--- src/rtl/tap_stepper.sv ---
module tap_stepper #(
  parameter int TAP_W     = 6,
  parameter int TAP_MAX   = 47,
  parameter int RD_INIT   = 16,
  parameter int WR_INIT   = 32,
  parameter int PHASE_CYC = 2
) (
  input  logic             clk,
  input  logic             rst_n,
  input  logic             go,
  input  logic [TAP_W-1:0] rd_target,
  input  logic [TAP_W-1:0] wr_target,
  output logic             rd_rst,
  output logic             wr_rst,
  output logic             rd_ce,
  output logic             wr_ce,
  output logic             step_inc,
  output logic             step_clk,
  output logic             done
);

  localparam int CNT_W = (PHASE_CYC > 1) ? $clog2(PHASE_CYC) : 1;
  localparam logic [TAP_W-1:0] MAXV  = TAP_W'(TAP_MAX);
  localparam logic [TAP_W-1:0] RD_RV = TAP_W'(RD_INIT);
  localparam logic [TAP_W-1:0] WR_RV = TAP_W'(WR_INIT);
  localparam logic [CNT_W-1:0] LAST  = CNT_W'(PHASE_CYC - 1);

  typedef enum logic [2:0] {
    S_IDLE, S_RS_SET, S_RS_HI, S_RS_LO, S_PICK, S_ST_SET, S_ST_HI, S_ST_LO
  } state_t;

  state_t           state;
  logic [CNT_W-1:0] cnt;
  logic [TAP_W-1:0] rd_pos, wr_pos, rd_tgt, wr_tgt;
  logic             sel_wr, inc, valid;

  function automatic logic [TAP_W-1:0] clamp(input logic [TAP_W-1:0] t);
    return (t > MAXV) ? MAXV : t;
  endfunction

  wire phase_end = (cnt == LAST);
  wire rd_diff   = (rd_pos != rd_tgt);
  wire wr_diff   = (wr_pos != wr_tgt);
  wire stepping  = (state == S_ST_SET) || (state == S_ST_HI) || (state == S_ST_LO);
  wire resetting = (state == S_RS_SET) || (state == S_RS_HI) || (state == S_RS_LO);

  always_ff @(posedge clk or negedge rst_n) begin
    if (!rst_n) begin
      state  <= S_IDLE;
      cnt    <= '0;
      rd_pos <= RD_RV;
      wr_pos <= WR_RV;
      rd_tgt <= RD_RV;
      wr_tgt <= WR_RV;
      sel_wr <= 1'b0;
      inc    <= 1'b0;
      valid  <= 1'b0;
    end else begin
      case (state)
        S_IDLE: if (go) begin
          rd_tgt <= clamp(rd_target);
          wr_tgt <= clamp(wr_target);
          cnt    <= '0;
          state  <= S_RS_SET;
        end
        S_RS_SET, S_RS_HI, S_ST_SET, S_ST_HI: begin
          if (phase_end) begin
            cnt   <= '0;
            state <= state_t'(state + 3'd1);
          end else cnt <= cnt + CNT_W'(1);
        end
        S_RS_LO: begin
          if (phase_end) begin
            cnt    <= '0;
            rd_pos <= RD_RV;
            wr_pos <= WR_RV;
            valid  <= 1'b1;
            state  <= S_PICK;
          end else cnt <= cnt + CNT_W'(1);
        end
        S_PICK: begin
          if (rd_diff) begin
            sel_wr <= 1'b0;
            inc    <= (rd_pos < rd_tgt);
            state  <= S_ST_SET;
          end else if (wr_diff) begin
            sel_wr <= 1'b1;
            inc    <= (wr_pos < wr_tgt);
            state  <= S_ST_SET;
          end else state <= S_IDLE;
        end
        S_ST_LO: begin
          if (phase_end) begin
            cnt <= '0;
            if (sel_wr) wr_pos <= inc ? wr_pos + TAP_W'(1) : wr_pos - TAP_W'(1);
            else        rd_pos <= inc ? rd_pos + TAP_W'(1) : rd_pos - TAP_W'(1);
            state <= S_PICK;
          end else cnt <= cnt + CNT_W'(1);
        end
        default: state <= S_IDLE;
      endcase
    end
  end

  assign rd_rst   = resetting;
  assign wr_rst   = resetting;
  assign step_clk = (state == S_RS_HI) || (state == S_ST_HI);
  assign rd_ce    = stepping && !sel_wr;
  assign wr_ce    = stepping && sel_wr;
  assign step_inc = stepping && inc;
  assign done     = (state == S_IDLE) && valid && !rd_diff && !wr_diff;

  AST_RST_NO_CE: assert property (@(posedge clk) disable iff (!rst_n)
    rd_rst |-> (!rd_ce && !wr_ce));
  AST_CE_STEADY: assert property (@(posedge clk) disable iff (!rst_n)
    step_clk |=> ($stable(rd_ce) && $stable(wr_ce) && $stable(step_inc)));
  AST_DIR_TOWARD: assert property (@(posedge clk) disable iff (!rst_n)
    (rd_ce && step_clk) |-> (step_inc == (rd_pos < rd_tgt)));
  AST_WR_AFTER_RD: assert property (@(posedge clk) disable iff (!rst_n)
    wr_ce |-> (rd_pos == rd_tgt));
  AST_ONE_CE: assert property (@(posedge clk) disable iff (!rst_n)
    $onehot0({rd_ce, wr_ce}));
  AST_POS_RANGE: assert property (@(posedge clk) disable iff (!rst_n)
    valid |-> (rd_pos <= MAXV && wr_pos <= MAXV && rd_tgt <= MAXV && wr_tgt <= MAXV));
  AST_BUSY_NO_DONE: assert property (@(posedge clk) disable iff (!rst_n)
    (rd_rst || rd_ce || wr_ce) |-> !done);

endmodule

--- config.mk ---
export PLATFORM = sky130hd
export DESIGN_NAME = tap_stepper
export DESIGN_NICKNAME = d
export VERILOG_FILES = /design/src/rtl/tap_stepper.sv
export SDC_FILE = /design/constraint.sdc
export NUM_CORES = 1
export LEC_CHECK = 0
export ABC_AREA = 1
export ABC_CLOCK_PERIOD_IN_PS = 3250
export BUFFER_PORTS_ARGS = -buffer_cell sky130_fd_sc_hd__buf_2
export CAP_MARGIN = 20
export CORE_UTILIZATION = 49
export DETAILED_ROUTE_END_ITERATION = 10
export GPL_TIMING_DRIVEN = 0
export PLACE_DENSITY = 0.73
export SETUP_SLACK_MARGIN = 0.02
export SYNTH_ARGS = -nofsm -noshare
export SYNTH_HDL_FRONTEND = slang
export SYNTH_SLANG_ARGS = --single-unit
--- constraint.sdc ---
create_clock -name clk -period 3.25 [get_ports clk]
set_input_delay 0.65 -clock clk [delete_from_list [all_inputs] [get_ports clk]]
set_output_delay 0.65 -clock clk [all_outputs]
set_load 0.05 [all_outputs]
==> impl_metrics.yaml, run 1 <==
critical_path:
  end_kind: "primary output"
  crit_path_start_kind: "flip-flop"
  crit_arrival_ns: 2.02
  worstPathRequired_ns: 2.60
  crit_fanout: 3
  path_class: "flip-flop to primary output"
place:
  routabilityCongestion: 0.824
  pre_cts_ws_ns: 0.849
  port_buffers: 21
  hpwl_um: 3270
clock_network:
  cts_hold_buffers: 0
  clk_latency_ns: 0.28
  cts.repair.resized: 0
  clockBufferDepth: 2
  clkTransAtPathRegs_ns: 0.07
  ctsHtreeMaxLevel: 2
  cts_setup_buffers: 0
  cts_tree: "built"
  root_buffer: "clkbuf_8"
  cts_inserted_buffers: 5
  cts.sink_count: 31
drt:
  via_per_inst: 4.86
  dr.first_iter.drc_count: 60
  wl_um: 4030
  drc: 0
  via_count: 1768
  drt_pass1_iterations: 4
  ant_nets: 0
  wl_per_cell_um: 11.1
yosys:
  syn-cell-area_um2: 2190
  synth_common_cells: "nand2_1 (73), inv_1 (51), ha_1 (28)"
  synth_area_leaders: "dfrtp_1 (31%), ha_1 (16%), nand2_1 (12%), inv_1 (8.7%), o21ai_0 (5.9%)"
  yosysTopAreaCell: "dfrtp_1"
  ys_seq_area_share_pct: 35.6
  post-synth-top-count-cell: "nand2_1"
  synth_edf_count: 0
  synth_top_area_share_pct: 30.8
  ys_async_sr_fraction_pct: 100
  ys_warn_count: 0
  ys_types: 29
  synth_seq_cells: 31
  synthCells: 285
  synth_fp_nets: 330
  synth.avg_cell_area_um2: 7.70
  ys.flop_type: "dfrtp_1"
min_path:
  min_path_type: "primary input to asynchronous set/reset pin"
finish:
  drive_gt1_share_pct: 13.4
  post-route-util_pct: 58.9
  syn2layout_area_growth_pct: 11.4
  antenna_cells: 0
  nets: 358
pwr:
  power_leakage_nw: 1.39
  ir_worst_vdd_uv: 541
  power.density_nw_per_um2: 980
  p_total_w: 0.00239
flow_run:
  maxCapViolCount: 0
timing:
  setup_violations: 0
  rsz0062_at_grt: "no"
  worst_pin_slew_ns: 0.683
  finalCriticalPeriod_ns: 2.67
  finalWorstSetupSlack_ns: 0.580
  tns_ns: 0
  fmax_ghz: 0.375
  worst_hold_slack_ns: 0.411
  post-route-period-util_pct: 82.1
  final-max-slew-violation-count: 0
  slew-limit-headroom_pct: 54.4
  fin_skew_ns: 0.00819
  hold_viol: 0
global_route:
  grt_first_pass_wirelength_um: 7100
  antenna_found_initial: 0
  grt_max_degree: 32
  overflow: 0
  first_global_vias: 1636
  grt_usage_pct: 20.5
floorplan:
  row_count: 23
  die_x_um: 68.9
  io_pins: 22
  core_area_um2: 4140
  fp.dieH_um: 68.9
  die-area_um2: 4750
  start_util_pct: 52.9
status:
  status: "completed"
area by class of cell:
| class | instances | area [um^2] |
|---|---|---|
| fillers | 404 | 1700 |
| multi-input cells | 199 | 1200 |
| flip-flops and latches | 31 | 781 |
| inverters | 53 | 201 |
| repair buffers | 21 | 105 |
| clock buffers | 7 | 76.3 |
| well taps | 50 | 62.6 |
| plain buffers | 2 | 12.5 |
| clock inverters | 1 | 5.00 |
worst max-delay path, stage by stage (launching register included):
cell,delay (ns)
dfstp_2,0.52
inv_1,0.05
ha_1,0.27
nand2_1,0.09
nor3_2,0.28
nand2_1,0.11
nor3_1,0.14
buf_2,0.29
layout by cell type (no fill, tap or decap), types with 3 or more instances in the layout:
cell	n
a21oi_1	9
buf_2	21
clkbuf_8	5
dfrtp_1	27
dfstp_2	4
ha_1	28
inv_1	51
nand2_1	73
nand3_1	14
nor2_1	22
nor3_1	3
o21ai_0	26
xor2_1	3
per-layer routing:
metal | share of wire, % | up-vias | wire length [um] | global-route usage [%]
li1 | - | 960 | - | -
met3 | 3.2 | 9 | 128 | 3.95
met4 | 2.1 | 0 | 85 | 7.14
met1 | 49 | 774 | 1960 | 26.9
met5 | 0 | - | 0 | 0
met2 | 46 | 25 | 1860 | 33.5
flip-flops by register name (all words and copies together), names as in the netlist:
name	count
rd_pos	6
rd_tgt	6
wr_pos	6
wr_tgt	6
state	3
cnt	1
inc	1
sel_wr	1
valid	1
logic make-up after synthesis:
family,synth area share (%)
flip-flops,35.6
adder cells (fa/ha/maj),17.8
AND/OR/NAND/NOR,23.7
XOR/XNOR,1.60
buffers and inverters,9.75
AO/OA/AOI/OAI,11.5
stage by stage:
stage,area (um^2),cells
5_1_grt,2440,364
3_5_place_dp,2360,356
6_report,2440,364
2_1_floorplan,2190,285
3_3_place_gp,2360,356
4_1_cts,2440,364
power breakdown:
group          internal, W  total, W  switching, W
clock network     0.000150  0.000288      0.000138
registers         0.000559  0.000697      0.000138
logic             0.000503   0.00141      0.000907
total              0.00121   0.00239       0.00118
worst paths after layout:
path,startpoint,end,slack (ns),depth (start not counted)
max reg2reg,inc$_DFFE_PN0P_,wr_pos[4]$_DFFE_PN0P_,1.35,8
min,rst_n,sel_wr$_DFFE_PN0P_,0.41,1
max in group asynchronous,rst_n,wr_tgt[4]$_DFFE_PN0P_,2.40,1
max,rd_tgt[4]$_DFFE_PN1P_,done,0.58,7
min in group clk,valid$_DFFE_PN0P_,valid$_DFFE_PN0P_,0.47,2
min reg2reg,valid$_DFFE_PN0P_,valid$_DFFE_PN0P_,0.47,2
No activity file was read; power rests on OpenSTA's default activity.
==> inputs of run 2 (changes only) <==
- ABC_AREA: 1 -> 0
- ABC_CLOCK_PERIOD_IN_PS: 3250 -> 2200
- PLACE_DENSITY: 0.73 -> 0.76
- clock period: 3.25 -> 2.2 ns (I/O delays scaled with it)
==> run 2 against run 1 <==
The run now ends with setup timing left. Die area fell by 1.8%. Combinational power increased by 80%. Non-clock buffer count is 18 higher. Global-route usage grew 1.4 points. First-iteration DRC count increased by 98%. Sequential cell count unchanged. Power grew 77%. Cell count fell by 13%. Sequential power increased by 59%. Count of clock-buffer cells in the layout decreased by 1. Critical path depth is 1 lower. Largest cell class unchanged.
==> impl_metrics.yaml, run 2 <==
min_path:
  min_path_type: "primary input to asynchronous set/reset pin"
timing:
  final-max-slew-violation-count: 0
  rsz0062_at_grt: "yes"
  post-route-period-util_pct: 104
  setup_violations: 2
  fmax_ghz: 0.435
  finalWorstSetupSlack_ns: -0.0984
  hold_viol: 0
  slew-limit-headroom_pct: 52.2
  fin_skew_ns: 0.00799
  worst_pin_slew_ns: 0.717
  finalCriticalPeriod_ns: 2.30
floorplan:
  row_count: 23
  die-area_um2: 4660
  fp.dieH_um: 68.3
  io_pins: 22
  core_area_um2: 4120
  start_util_pct: 52.3
  die_x_um: 68.3
yosys:
  synth_common_cells: "ha_1 (28), dfrtp_1 (27), a21oi_1 (21)"
  ys_async_sr_fraction_pct: 100
  ys.flop_type: "dfrtp_1"
  synth_top_area_share_pct: 31.4
  synthCells: 223
  synth_area_leaders: "dfrtp_1 (31%), ha_1 (16%), a21oi_1 (4.9%), dfstp_2 (4.9%), nand2_1 (3.3%)"
  ys_types: 45
  ys_warn_count: 0
  synth_seq_cells: 31
  synth_edf_count: 0
  yosysTopAreaCell: "dfrtp_1"
  syn-cell-area_um2: 2150
  synth_fp_nets: 268
  post-synth-top-count-cell: "ha_1"
  ys_seq_area_share_pct: 36.3
  synth.avg_cell_area_um2: 9.65
finish:
  layout.cells.most_common_list: "dfrtp_1 (22), a21oi_1 (20), ha_1 (20), nand2_1 (19)"
  fin_area_um2: 2690
  nets: 310
  drive_gt1_share_pct: 30.5
  final_cells: 316
  syn2layout_area_growth_pct: 25.2
  antenna_cells: 0
  final_common_cell: "dfrtp_1"
critical_path:
  worstPathRequired_ns: 1.76
  crit_fanout: 2
  ff2ff_setup_slack_ns: -0.01
  crit_arrival_ns: 1.86
  startpoint: "wr_tgt[5]$_DFFE_PN1P_"
  crit_path_start_kind: "flip-flop"
  rr_startpoint: "inc$_DFFE_PN0P_"
  end_kind: "primary output"
  r2r-end: "rd_pos[5]$_DFFE_PN0P_"
  path_class: "flip-flop to primary output"
  rr_worst_depth: 7
global_route:
  grt_use_met1_pct: 28.9
  grt_first_pass_wirelength_um: 7410
  grt_max_degree: 32
  antenna_found_initial: 0
  use_met3_pct: 5.50
  grt_usage_pct: 21.9
  busiest_layer: "met2"
  use_met2_pct: 33.8
  overflow: 0
  first_global_vias: 1666
place:
  dp_cells: 294
  port_buffers: 21
  hpwl_um: 3300
  place_area_um2: 2320
  routabilityCongestion: 0.884
drt:
  via_per_inst: 5.80
  drc: 0
  wl_per_cell_um: 15.2
  ant_nets: 0
  via_count: 1833
  dr.first_iter.drc_count: 119
  wl_um: 4800
  drt_pass1_iterations: 4
clock_network:
  cts.sink_count: 31
  root_buffer: "clkbuf_8"
  cts_tree: "built"
  cts_inserted_buffers: 5
  cts_hold_buffers: 0
  ctsHtreeMaxLevel: 2
  clkTransAtPathRegs_ns: 0.07
  clockBufferDepth: 2
  clk_latency_ns: 0.29
pwr:
  power.density_nw_per_um2: 1570
  power_leakage_nw: 1.30
  ir_worst_vdd_uv: 892
  p_total_w: 0.00423
flow_run:
  maxCapViolCount: 0
status:
  status: "finished with violations"
  violations: "setup timing"
-- run 2: cell count changes after synthesis, sizes merged, moves of 6 or more --
cell | previous run | this run
a211oi | 0 | 7
a21oi | 9 | 21
and2 | 0 | 6
and3 | 0 | 6
inv | 53 | 18
nand2 | 74 | 19
nand3 | 14 | 3
nor2 | 23 | 8
nor2b | 0 | 6
o21ai | 28 | 13
-- run 2: metal layers --
layer  vias to the layer above  share of wire [%]
met4                         0                2.1
met5                         -                  0
met2                        50                 48
met1                       883                 46
li1                        885                  -
met3                        15                3.9
-- run 2: stage by stage --
step / util, % / hold WS (ns) / setup TNS (ns) / worst slack [ns]
floorplan: - / 0.144 / -0.114 / -0.114
global placement: 56.4 / 0.429 / -0.484 / -0.367
detailed placement: 56.4 / 0.437 / -0.576 / -0.401
CTS: 61.5 / 0.221 / -0.0913 / -0.0868
global route: 65.5 / 0.254 / -0.200 / -0.161
finish: 65.5 / 0.201 / -0.108 / -0.0984
-- run 2: power by group --
part           leakage, nW  switching, W  total [W]  internal [W]
Clock               0.0612      0.000223   0.000589      0.000366
Combinational        0.869       0.00137    0.00254       0.00116
Sequential           0.365      0.000251    0.00111      0.000856
-- run 2: worst max path at each step --
stage                                        to  slack (ns)  depth (start not counted)
after floorplan           rd_pos[5]$_DFFE_PN0P_       -0.11                          6
after global placement    rd_pos[5]$_DFFE_PN0P_       -0.37                          6
after detailed placement  rd_pos[5]$_DFFE_PN0P_       -0.40                          6
after CTS                                  done       -0.09                          6
after global routing                       done       -0.16                          5
final                                      done        -0.1                          6
-- run 2: area by class of cell --
class / count / area (um^2)
clock inverters: 2 / 35.0
plain buffers: 6 / 31.3
multi-input cells: 168 / 1390
fillers: 333 / 1420
repair buffers: 35 / 231
clock buffers: 6 / 82.6
flip-flops and latches: 31 / 787
well taps: 50 / 62.6
inverters: 18 / 71.3
-- run 2: repair_timing --
action,in CTS,in global routing
pin swaps,7,4
resized for setup,19,15
endpoints found under the setup margin,7,8
hold endpoints to repair,0,0
buffers inserted,5,9
-- run 2: cells by family (layout without fill, tap and decap cells) --
group	Yosys count	after routing	synth area share, %
flip-flops	31	31	36.3
AO/OA/AOI/OAI	64	64	20.0
buffers and inverters	24	67	4.48
adder cells (fa/ha/maj)	30	30	18.1
multiplexers	6	6	3.08
XOR/XNOR	8	8	3.26
AND/OR/NAND/NOR	60	60	14.8
-- run 2: worst max-delay path, cell delays in order (launching register included) --
cell and delay, ns:
dfstp_2 0.54, inv_2 0.04, ha_4 0.25, and4_4 0.20
and4_1 0.19, and3_4 0.20, buf_8 0.14
==> inputs of run 3 (changes only) <==
- ABC_CLOCK_PERIOD_IN_PS: 2200 -> 2500
- PLACE_DENSITY: 0.76 -> 0.73
- clock period: 2.2 -> 2.5 ns (I/O delays scaled with it)
==> run 3 against run 2 <==
The run now ends clean. Wire length is 8.4% lower. Sequential power down 15%. Clock power down 26%. Global-route usage rose by 0.85 points.
==> impl_metrics.yaml, run 3 (synthesis results as in run 2) <==
critical_path:
  worstPathRequired_ns: 2.00
  cp_top_family: "simple AND/OR/NAND/NOR gates"
  crit_path_start_kind: "flip-flop"
  max_stage_delay_ns: 0.53
  path_class: "flip-flop to primary output"
  crit_arrival_ns: 1.89
  end_kind: "primary output"
  cp_cell_sequence: "inv_1 -> ha_1 -> and4_4 -> and4_4 -> and3_4 -> buf_8"
  crit_buf_inv: 2
  crit_slowest_cell: "dfstp_2"
  crit_fanout: 3
  critPathMostFrequentCell: "and4_4"
clock_network:
  cts_tree: "built"
  root_buffer: "clkbuf_8"
  cts_hold_buffers: 0
  clk_latency_ns: 0.28
  clockBufferDepth: 2
  ctsHtreeMaxLevel: 2
  cts_inserted_buffers: 5
  clkTransAtPathRegs_ns: 0.07
  cts.sink_count: 31
pwr:
  power_leakage_nw: 1.24
  p_total_w: 0.00327
  sequentialPowerShare_pct: 29.0
  clkPwrFrac_pct: 13.3
  power.density_nw_per_um2: 1320
  switching_share_pct: 45.4
  internal-power_w: 0.00178
  power.switching_w: 0.00148
  ir_worst_vdd_uv: 615
  combPwrFrac_pct: 57.6
global_route:
  grt_usage_pct: 22.8
  busiest_layer: "met2"
  use_met3_pct: 6.67
  use_met2_pct: 34.4
  first_global_vias: 1703
  grt_max_degree: 32
  grt_first_pass_wirelength_um: 7690
  antenna_found_initial: 0
  overflow: 0
  grt_use_met1_pct: 29.3
timing:
  fin_skew_ns: 0.00928
  slew-limit-headroom_pct: 53.1
  rsz0062_at_grt: "yes"
  final-max-slew-violation-count: 0
  hold_viol: 0
  fmax_ghz: 0.418
  setup_violations: 0
  finalCriticalPeriod_ns: 2.39
  tns_ns: 0
  worst_pin_slew_ns: 0.703
  post-route-period-util_pct: 95.7
finish:
  drive_gt1_share_pct: 20.7
  seqCellArea_um2: 783
  post-route-util_pct: 60.3
  syn2layout_area_growth_pct: 15.2
  layout.cells.most_common_list: "ha_1 (28), dfrtp_1 (25), buf_2 (22), a21oi_1 (20), nand2_1 (19)"
  nets: 300
  final_common_cell: "ha_1"
  fin_area_um2: 2480
  antenna_cells: 0
  fill_cells: 369
  final_cells: 306
  multi_input_area_um2: 1290
floorplan:
  row_count: 23
  core_area_um2: 4120
  fp.dieH_um: 68.3
  start_util_pct: 52.3
  die-area_um2: 4660
  die_x_um: 68.3
  io_pins: 22
place:
  port_buffers: 21
  routabilityCongestion: 0.939
  place_area_um2: 2320
  hpwl_um: 3250
  dp_cells: 294
drt:
  dr.first_iter.drc_count: 107
  wl_per_cell_um: 14.4
  wl_um: 4400
  ant_nets: 0
  drc: 0
  via_count: 1715
  drt_pass1_iterations: 4
  via_per_inst: 5.60
min_path:
  min_path_type: "primary input to asynchronous set/reset pin"
status:
  status: "completed"
flow_run:
  maxCapViolCount: 0
[run 3: cell types whose count changed in the layout (fill, tap and decap cells not counted), moves of 4 or more]
cell / delta
buf_2: +4
buf_4: -13
ha_1: +8
ha_4: -7
inv_1: +4
inv_2: -4
[run 3: layout make-up]
class | count | area share [%]
clock buffer | 8 | 4.04
timing repair buffer | 25 | 5.85
sequential | 31 | 31.6
inverter | 18 | 2.88
multi-input combinational | 168 | 52.0
tap | 50 | 2.52
buffer | 6 | 1.16
[run 3: worst paths after layout]
path	from	endpoint	slack, ns	depth (start not counted)
worst min-delay path	rst_n	rd_pos[3]$_DFFE_PN0P_	0.26	1
max in group asynchronous	rst_n	inc$_DFFE_PN0P_	1.75	1
worst min register to register	valid$_DFFE_PN0P_	valid$_DFFE_PN0P_	0.46	1
min in group clk	valid$_DFFE_PN0P_	valid$_DFFE_PN0P_	0.46	1
worst max-delay path	wr_tgt[5]$_DFFE_PN1P_	done	0.11	6
worst max register to register	inc$_DFFE_PN0P_	rd_pos[5]$_DFFE_PN0P_	0.13	6
[run 3: power groups by stage]
stage | logic, W | clock network [W] | registers [W]
finish | 0.00188 | 0.000435 | 0.000948
global placement | 0.00176 | 0 | 0.000937
global route | 0.00213 | 0.000471 | 0.000983
CTS | 0.00186 | 0.000446 | 0.000944
detailed placement | 0.00180 | 0 | 0.000946
floorplan | 0.00146 | 0 | 0.000887
[run 3: through the flow]
| stage | hold WS, ns | worst slack (ns) |
|---|---|---|
| after global routing | 0.314 | 0.000779 |
| final | 0.258 | 0.107 |
| after floorplan | 0.204 | 0.186 |
| after global placement | 0.429 | -0.0756 |
| after CTS | 0.280 | 0.0328 |
| after detailed placement | 0.437 | -0.0903 |
[run 3: what timing repair did]
| action | CTS | global route |
|---|---|---|
| pin swaps | 0 | 1 |
| resized for setup | 4 | 6 |
| endpoints found under the setup margin | 2 | 6 |
| gates cloned | 0 | 0 |
| buffers inserted | 3 | 1 |
[run 3: layer usage]
| layer | up-vias | share of wire, % |
|---|---|---|
| met4 | 0 | 3.3 |
| met3 | 14 | 3.2 |
| li1 | 864 | - |
| met2 | 30 | 45 |
| met5 | - | 0 |
| met1 | 807 | 48 |
[run 3: worst register-to-register path, cell delays in order (launching register included)]
cell        delay (ns)
dfrtp_2           0.44
clkinvlp_4        0.19
ha_1              0.40
and3_1            0.23
a2111oi_4         0.39
mux2_1            0.35
a221o_1           0.26
